--- src/rtl/dit_pkg.sv ---
package dit_pkg;
  localparam int BYTE_W = 8;

  typedef enum logic [3:0] {
    SEL_T1_CNT_LO = 4'd4,
    SEL_T1_CNT_HI = 4'd5,
    SEL_T1_LAT_LO = 4'd6,
    SEL_T1_LAT_HI = 4'd7,
    SEL_T2_CNT_LO = 4'd8,
    SEL_T2_CNT_HI = 4'd9
  } tsel_e;

  localparam int CTL_PIN_DRIVE = 7;
  localparam int CTL_T1_FREE   = 6;
  localparam int CTL_T2_PULSE  = 5;

  localparam int IDX_T1 = 1;
  localparam int IDX_T2 = 0;
  localparam int N_TMR  = 2;
endpackage

--- src/rtl/tmr_edge_sync.sv ---
module tmr_edge_sync #(
  parameter int STAGES = 2
) (
  input  logic clk,
  input  logic rst_n,
  input  logic pin,
  output logic fall
);
  logic [STAGES-1:0] sq;
  logic              last;

  always_ff @(posedge clk or negedge rst_n) begin
    if (!rst_n) begin
      sq   <= '0;
      last <= 1'b0;
    end else begin
      sq   <= {sq[STAGES-2:0], pin};
      last <= sq[STAGES-1];
    end
  end

  assign fall = last & ~sq[STAGES-1];
endmodule

--- src/rtl/tmr_core.sv ---
module tmr_core #(
  parameter int BW = 8,
  localparam int CW = 2 * BW
) (
  input  logic          clk,
  input  logic          rst_n,
  input  logic          wr_lo,
  input  logic          wr_hi,
  input  logic          load,
  input  logic [BW-1:0] wdata,
  input  logic          dec,
  input  logic          free_run,
  output logic [CW-1:0] cnt,
  output logic [CW-1:0] latch,
  output logic          fire
);
  logic armed;

  assign fire = dec & ~load & armed & (cnt == '0);

  always_ff @(posedge clk or negedge rst_n) begin
    if (!rst_n) begin
      cnt   <= '0;
      latch <= '0;
      armed <= 1'b0;
    end else begin
      if (wr_lo)
        latch[BW-1:0] <= wdata;
      if (wr_hi || load)
        latch[CW-1:BW] <= wdata;
      if (load) begin
        cnt   <= {wdata, latch[BW-1:0]};
        armed <= 1'b1;
      end else if (dec) begin
        if (cnt == '0) begin
          cnt <= free_run ? latch : '1;
          if (!free_run)
            armed <= 1'b0;
        end else begin
          cnt <= cnt - 1'b1;
        end
      end
    end
  end
endmodule

--- src/rtl/dual_interval_timer.sv ---
module dual_interval_timer
  import dit_pkg::*;
#(
  parameter int SYNC_STAGES = 2
) (
  input  logic              clk,
  input  logic              rst_n,
  input  logic              tick_en,
  input  logic              acc_wr,
  input  logic              acc_rd,
  input  logic [3:0]        acc_sel,
  input  logic [BYTE_W-1:0] acc_wdata,
  output logic [BYTE_W-1:0] acc_rdata,
  input  logic [7:0]        mode_ctl,
  input  logic              pb6_in,
  output logic              pb7_out,
  output logic              pb7_oe,
  output logic [1:0]        flag_set,
  output logic [1:0]        flag_clr
);
  localparam int CW = 2 * BYTE_W;

  logic [N_TMR-1:0] wr_lo, wr_hi, load, rd_clr, dec, free_run, fire;
  logic [CW-1:0]    cnt   [N_TMR];
  logic [CW-1:0]    latch [N_TMR];
  logic             pb6_fall;

  tmr_edge_sync #(.STAGES(SYNC_STAGES)) u_sync (
    .clk  (clk),
    .rst_n(rst_n),
    .pin  (pb6_in),
    .fall (pb6_fall)
  );

  // Per-timer access decode
  always_comb begin
    wr_lo[IDX_T1]    = acc_wr && (acc_sel == SEL_T1_CNT_LO || acc_sel == SEL_T1_LAT_LO);
    wr_hi[IDX_T1]    = acc_wr && (acc_sel == SEL_T1_LAT_HI);
    load[IDX_T1]     = acc_wr && (acc_sel == SEL_T1_CNT_HI);
    rd_clr[IDX_T1]   = acc_rd && (acc_sel == SEL_T1_CNT_LO);
    dec[IDX_T1]      = tick_en;
    free_run[IDX_T1] = mode_ctl[CTL_T1_FREE];

    wr_lo[IDX_T2]    = acc_wr && (acc_sel == SEL_T2_CNT_LO);
    wr_hi[IDX_T2]    = 1'b0;
    load[IDX_T2]     = acc_wr && (acc_sel == SEL_T2_CNT_HI);
    rd_clr[IDX_T2]   = acc_rd && (acc_sel == SEL_T2_CNT_LO);
    dec[IDX_T2]      = mode_ctl[CTL_T2_PULSE] ? pb6_fall : tick_en;
    free_run[IDX_T2] = 1'b0;
  end

  for (genvar g = 0; g < N_TMR; g++) begin : g_tmr
    tmr_core #(.BW(BYTE_W)) u_core (
      .clk     (clk),
      .rst_n   (rst_n),
      .wr_lo   (wr_lo[g]),
      .wr_hi   (wr_hi[g]),
      .load    (load[g]),
      .wdata   (acc_wdata),
      .dec     (dec[g]),
      .free_run(free_run[g]),
      .cnt     (cnt[g]),
      .latch   (latch[g]),
      .fire    (fire[g])
    );
  end

  // Flag pulses: a set outranks a clear in the same cycle
  always_ff @(posedge clk or negedge rst_n) begin
    if (!rst_n) begin
      flag_set <= '0;
      flag_clr <= '0;
    end else begin
      flag_set <= fire;
      flag_clr <= (load | rd_clr) & ~fire;
    end
  end

  // Timer 1 pin level
  always_ff @(posedge clk or negedge rst_n) begin
    if (!rst_n)
      pb7_out <= 1'b0;
    else if (load[IDX_T1])
      pb7_out <= 1'b0;
    else if (fire[IDX_T1])
      pb7_out <= free_run[IDX_T1] ? ~pb7_out : 1'b1;
  end

  assign pb7_oe = mode_ctl[CTL_PIN_DRIVE];

  always_comb begin
    acc_rdata = '0;
    if (acc_rd) begin
      unique case (acc_sel)
        SEL_T1_CNT_LO: acc_rdata = cnt[IDX_T1][BYTE_W-1:0];
        SEL_T1_CNT_HI: acc_rdata = cnt[IDX_T1][CW-1:BYTE_W];
        SEL_T1_LAT_LO: acc_rdata = latch[IDX_T1][BYTE_W-1:0];
        SEL_T1_LAT_HI: acc_rdata = latch[IDX_T1][CW-1:BYTE_W];
        SEL_T2_CNT_LO: acc_rdata = cnt[IDX_T2][BYTE_W-1:0];
        SEL_T2_CNT_HI: acc_rdata = cnt[IDX_T2][CW-1:BYTE_W];
        default:       acc_rdata = '0;
      endcase
    end
  end
endmodule

--- config.mk ---
export PLATFORM = sky130hd
export DESIGN_NAME = dual_interval_timer
export DESIGN_NICKNAME = d
export VERILOG_FILES = /design/src/rtl/dit_pkg.sv /design/src/rtl/tmr_edge_sync.sv /design/src/rtl/tmr_core.sv /design/src/rtl/dual_interval_timer.sv
export SDC_FILE = /design/constraint.sdc
export NUM_CORES = 1
export LEC_CHECK = 0
export CAP_MARGIN = 10
export CORE_MARGIN = 2
export CORE_UTILIZATION = 31
export DETAILED_ROUTE_END_ITERATION = 6
export PLACE_DENSITY = 0.54
export SLEW_MARGIN = 20
export SYNTH_ARGS = -nofsm -noshare
export SYNTH_HDL_FRONTEND = slang
export SYNTH_HIERARCHICAL = 1
export SYNTH_SLANG_ARGS = --single-unit
--- constraint.sdc ---
create_clock -name clk -period 2.08 [get_ports clk]
set_input_delay 0.208 -clock clk [delete_from_list [all_inputs] [get_ports clk]]
set_output_delay 0.208 -clock clk [all_outputs]
set_load 0.03 [all_outputs]
==> impl_results.md <==
* Peak VDD IR at between 0.4 and 0.5 mV
* Main synth FF type: dfrtp_1
* CTS root buf: clkbuf_16
* Share of the synthesized area in the top cell type at 38.2%
* Final WL at 15900 um
* Sum Neg Setup Slack at 0 ps
* Crit. End Element: flop
* Drt drc at 0
* Worst slew pin tran at 626 ps
* Core footprint at about 0.015 mm^2
* Min Tclk post-route at between 2000 and 2500 ps
* Synth warn at 6
* Slowest stage cell, crit path: or4_4
* Number of global-route vias before repair at 4288
* Fin. max-slew vios at 0
* RSZ-0062 raised after global routing: yes
* Cell taking the most area after synthesis: dfrtp_1
* Routed Antenna Nets at 0
* Final HPWL DP at 11700 um
* Final Cycle Share at between 90% and 100%
* Die X at about 130 um
* Skew final at 7.41 ps
* Site row count at 45
* CP startpoint kind: flop
* Total global routing overflow at 0
* Largest net degree at the start of global routing at 48
* Routability cong. at 0.901
* Sequential share of the synthesized area at about two fifths
* I/O pins at 40
* Fmax at ~0.5 GHz
* Class of the worst hold path: input port to flop
* # diodes at 0
* Die Y at ~130 um
* Synth Cell Area at between 0.004 and 0.005 mm^2
* Clock buffer depth at 2
* Worst R2R Setup Slack at around 49 ps
* Vias at between 4000 and 5000
* Starting DRT DRC Count at ~420
* Via/cell ratio at 5.49
* Critical Path Fanout Max at 3
* Top delay family on crit path: simple AND/OR/NAND/NOR gates
* CP max stage delay at 560 ps
* Crit. path cell count at 5
* P&R area growth vs syn at 32.6%
* Commonest cells after routing, fill and taps aside: buf_4 (87), dfrtp_1 (74), o21ai_0 (35)
* Final Hold Viols at 0
* Most common cell after layout, fill and taps aside: buf_4
* Seq cells post-synth at 74
* Latest clock arrival within the worst-skew pair at between 300 and 400 ps
* Setup crit start: g_tmr[1].u_core/cnt[5]
* Synthesized instance count at between 500 and 600
* Ys async rst share at 100%
* Cell Chain, Critical Path: or4_4 -> or2_4 -> or4b_4 -> a31oi_4 -> o21a_1
* Worst Path Required at approximately 2400 ps
* Share of layout cells above drive strength 1 at a little under a third
* Synth area leaders: dfrtp_1 (38%), mux2_2 (7.4%), nor3b_1 (4.0%)
* CTS H-tree depth at 3
* Cts bufs inserted at 9
* Crit path to: g_tmr[1].u_core/cnt[7]
* Max-cap violations at 0
* Arr. time, crit path at ~2300 ps
* Final setup viols at 0
* Hold slack at 322 ps
* Final setup margin at between 40 and 50 ps
* LEAKAGE at approximately 2.7 nW
* First-pass GRT wire length at 24900 um
* Pre-CTS setup slack at -240 ps
* PwrDens at 957 mW/mm^2
* GRT Overall Usage at between 10% and 20%
* Initial Util at between 30% and 40%
* Syn Area/Cell at 9.61 um^2
* Reg2reg end: g_tmr[1].u_core/cnt[7]
* NumNets Final at between 600 and 700
* Reg-to-reg critical path startpoint: g_tmr[1].u_core/cnt[5]
* Clock Sinks at 74
* Post-synth EDFFs at 0
* Slew headroom at 58.3%
* Die area at approximately 0.017 mm^2
* Reg clk slew, reported paths at about 60 ps
* Quantity of I/O buffers inserted on ports at 32
* Critical path class: flop to flop
* WP buf/inv at 0
* DRT Pass-1 Iters at 5
* CTS tree: built
* WL/cell at 19.4 um
* Antenna violations before repair at 0
* Outcome: complete, no violations
* R2R depth at 5
* Distinct cell type count after synthesis at 75
==> area by class of cell <==
cell class              instances  area [um^2]
flip-flops and latches         74         1850
repair buffers                125         1110
fillers                      1483         8820
clock inverters                 6         71.3
clock buffers                  10          239
multi-input cells             380         2850
well taps                     211          264
inverters                      14         52.6
==> power breakdown <==
part	switching [W]	internal (W)
clock network	0.000665	0.000974
registers	0.000429	0.00181
logic	0.00117	0.00111
==> synth_stat cells (all sizes together), types with 2 or more instances <==
master / instances
a22o: 2
or3b: 2
dfrtp: 74
a21oi: 26
or3: 4
a41oi: 6
ha: 4
mux2i: 11
nand2b: 7
nand3: 12
o21a: 10
clkbuf: 18
a2111oi: 2
o21ai: 43
buf: 20
nand4bb: 6
o211a: 2
and3b: 6
a21o: 7
nor2b: 11
nor3b: 27
inv: 14
nor4: 6
xor2: 5
nor2: 20
o31ai: 5
a221oi: 2
o221ai: 3
nand2: 25
and2: 6
and3: 5
nand3b: 2
mux2: 32
a211oi: 4
nand4b: 7
xnor2: 4
and4bb: 2
nor3: 20
nand4: 5
and4b: 3
a31oi: 15
a22oi: 5
==> worst min-delay path by stage <==
stage,slack [ps],startpoint,depth (start not counted),endpoint
after floorplan,-90,rst_n,0,flag_clr[0]
after global routing,320,pb6_in,1,u_sync/sq[0]
final,320,pb6_in,1,u_sync/sq[0]
after detailed placement,280,rst_n,1,g_tmr[1].u_core/cnt[1]
after CTS,320,pb6_in,1,u_sync/sq[0]
after global placement,270,rst_n,1,g_tmr[1].u_core/latch[0]
==> registers in the layout, indices dropped and copies added (netlist names) <==
signal	flops
u_sync/last	1
flag_set	2
g_tmr.u_core/armed	2
flag_clr	2
g_tmr.u_core/latch	32
pb7_out	1
g_tmr.u_core/cnt	32
u_sync/sq	2
==> worst reg2reg max path, cell delays in order (launching register included) <==
cell	delay [ps]
dfrtp_1	380
or4_4	560
or2_4	250
or4b_4	510
a31oi_4	140
o21a_1	130
==> kinds of logic after synthesis <==
family	synth area share (%)
and+or+nand+nor	24.7
AOI/OAI and AO/OA	18.7
DFF	38.2
buffers and inverters	5.57
muxes	10.2
xor gates and xnor gates	1.62
adders and majority gates	1.03
other	0.0773
==> stage by stage <==
stage,power [W],instances,area [um^2],util (%)
after floorplan,0.00348,506,4860,-
after global placement,0.00442,797,5940,38.9
after detailed placement,0.00445,797,5940,38.9
after CTS,0.00614,820,6370,41.8
after global routing,0.00653,820,6430,42.2
final,0.00616,820,6430,42.2
==> metal layers <==
| metal | global-route usage, % | part of all wire [%] | up-vias | wire length [um] |
|---|---|---|---|---|
| met3 | 3.59 | 6.2 | 32 | 979 |
| met1 | 30.1 | 49 | 2220 | 7820 |
| met2 | 28.3 | 42 | 166 | 6700 |
| li1 | - | - | 2085 | - |
| met5 | 0 | 0 | - | 0 |
| met4 | 6.46 | 2.5 | 0 | 399 |
==> what timing repair did <==
action	in CTS	in global routing
gates cloned	0	0
setup buffers	6	0
pin swaps	4	4
endpoints found under the hold margin	45	0
endpoints found under the setup margin	11	17
resized for setup	22	20
hold buffers	1	0
Note: power is estimated with default switching activity, not from simulation.
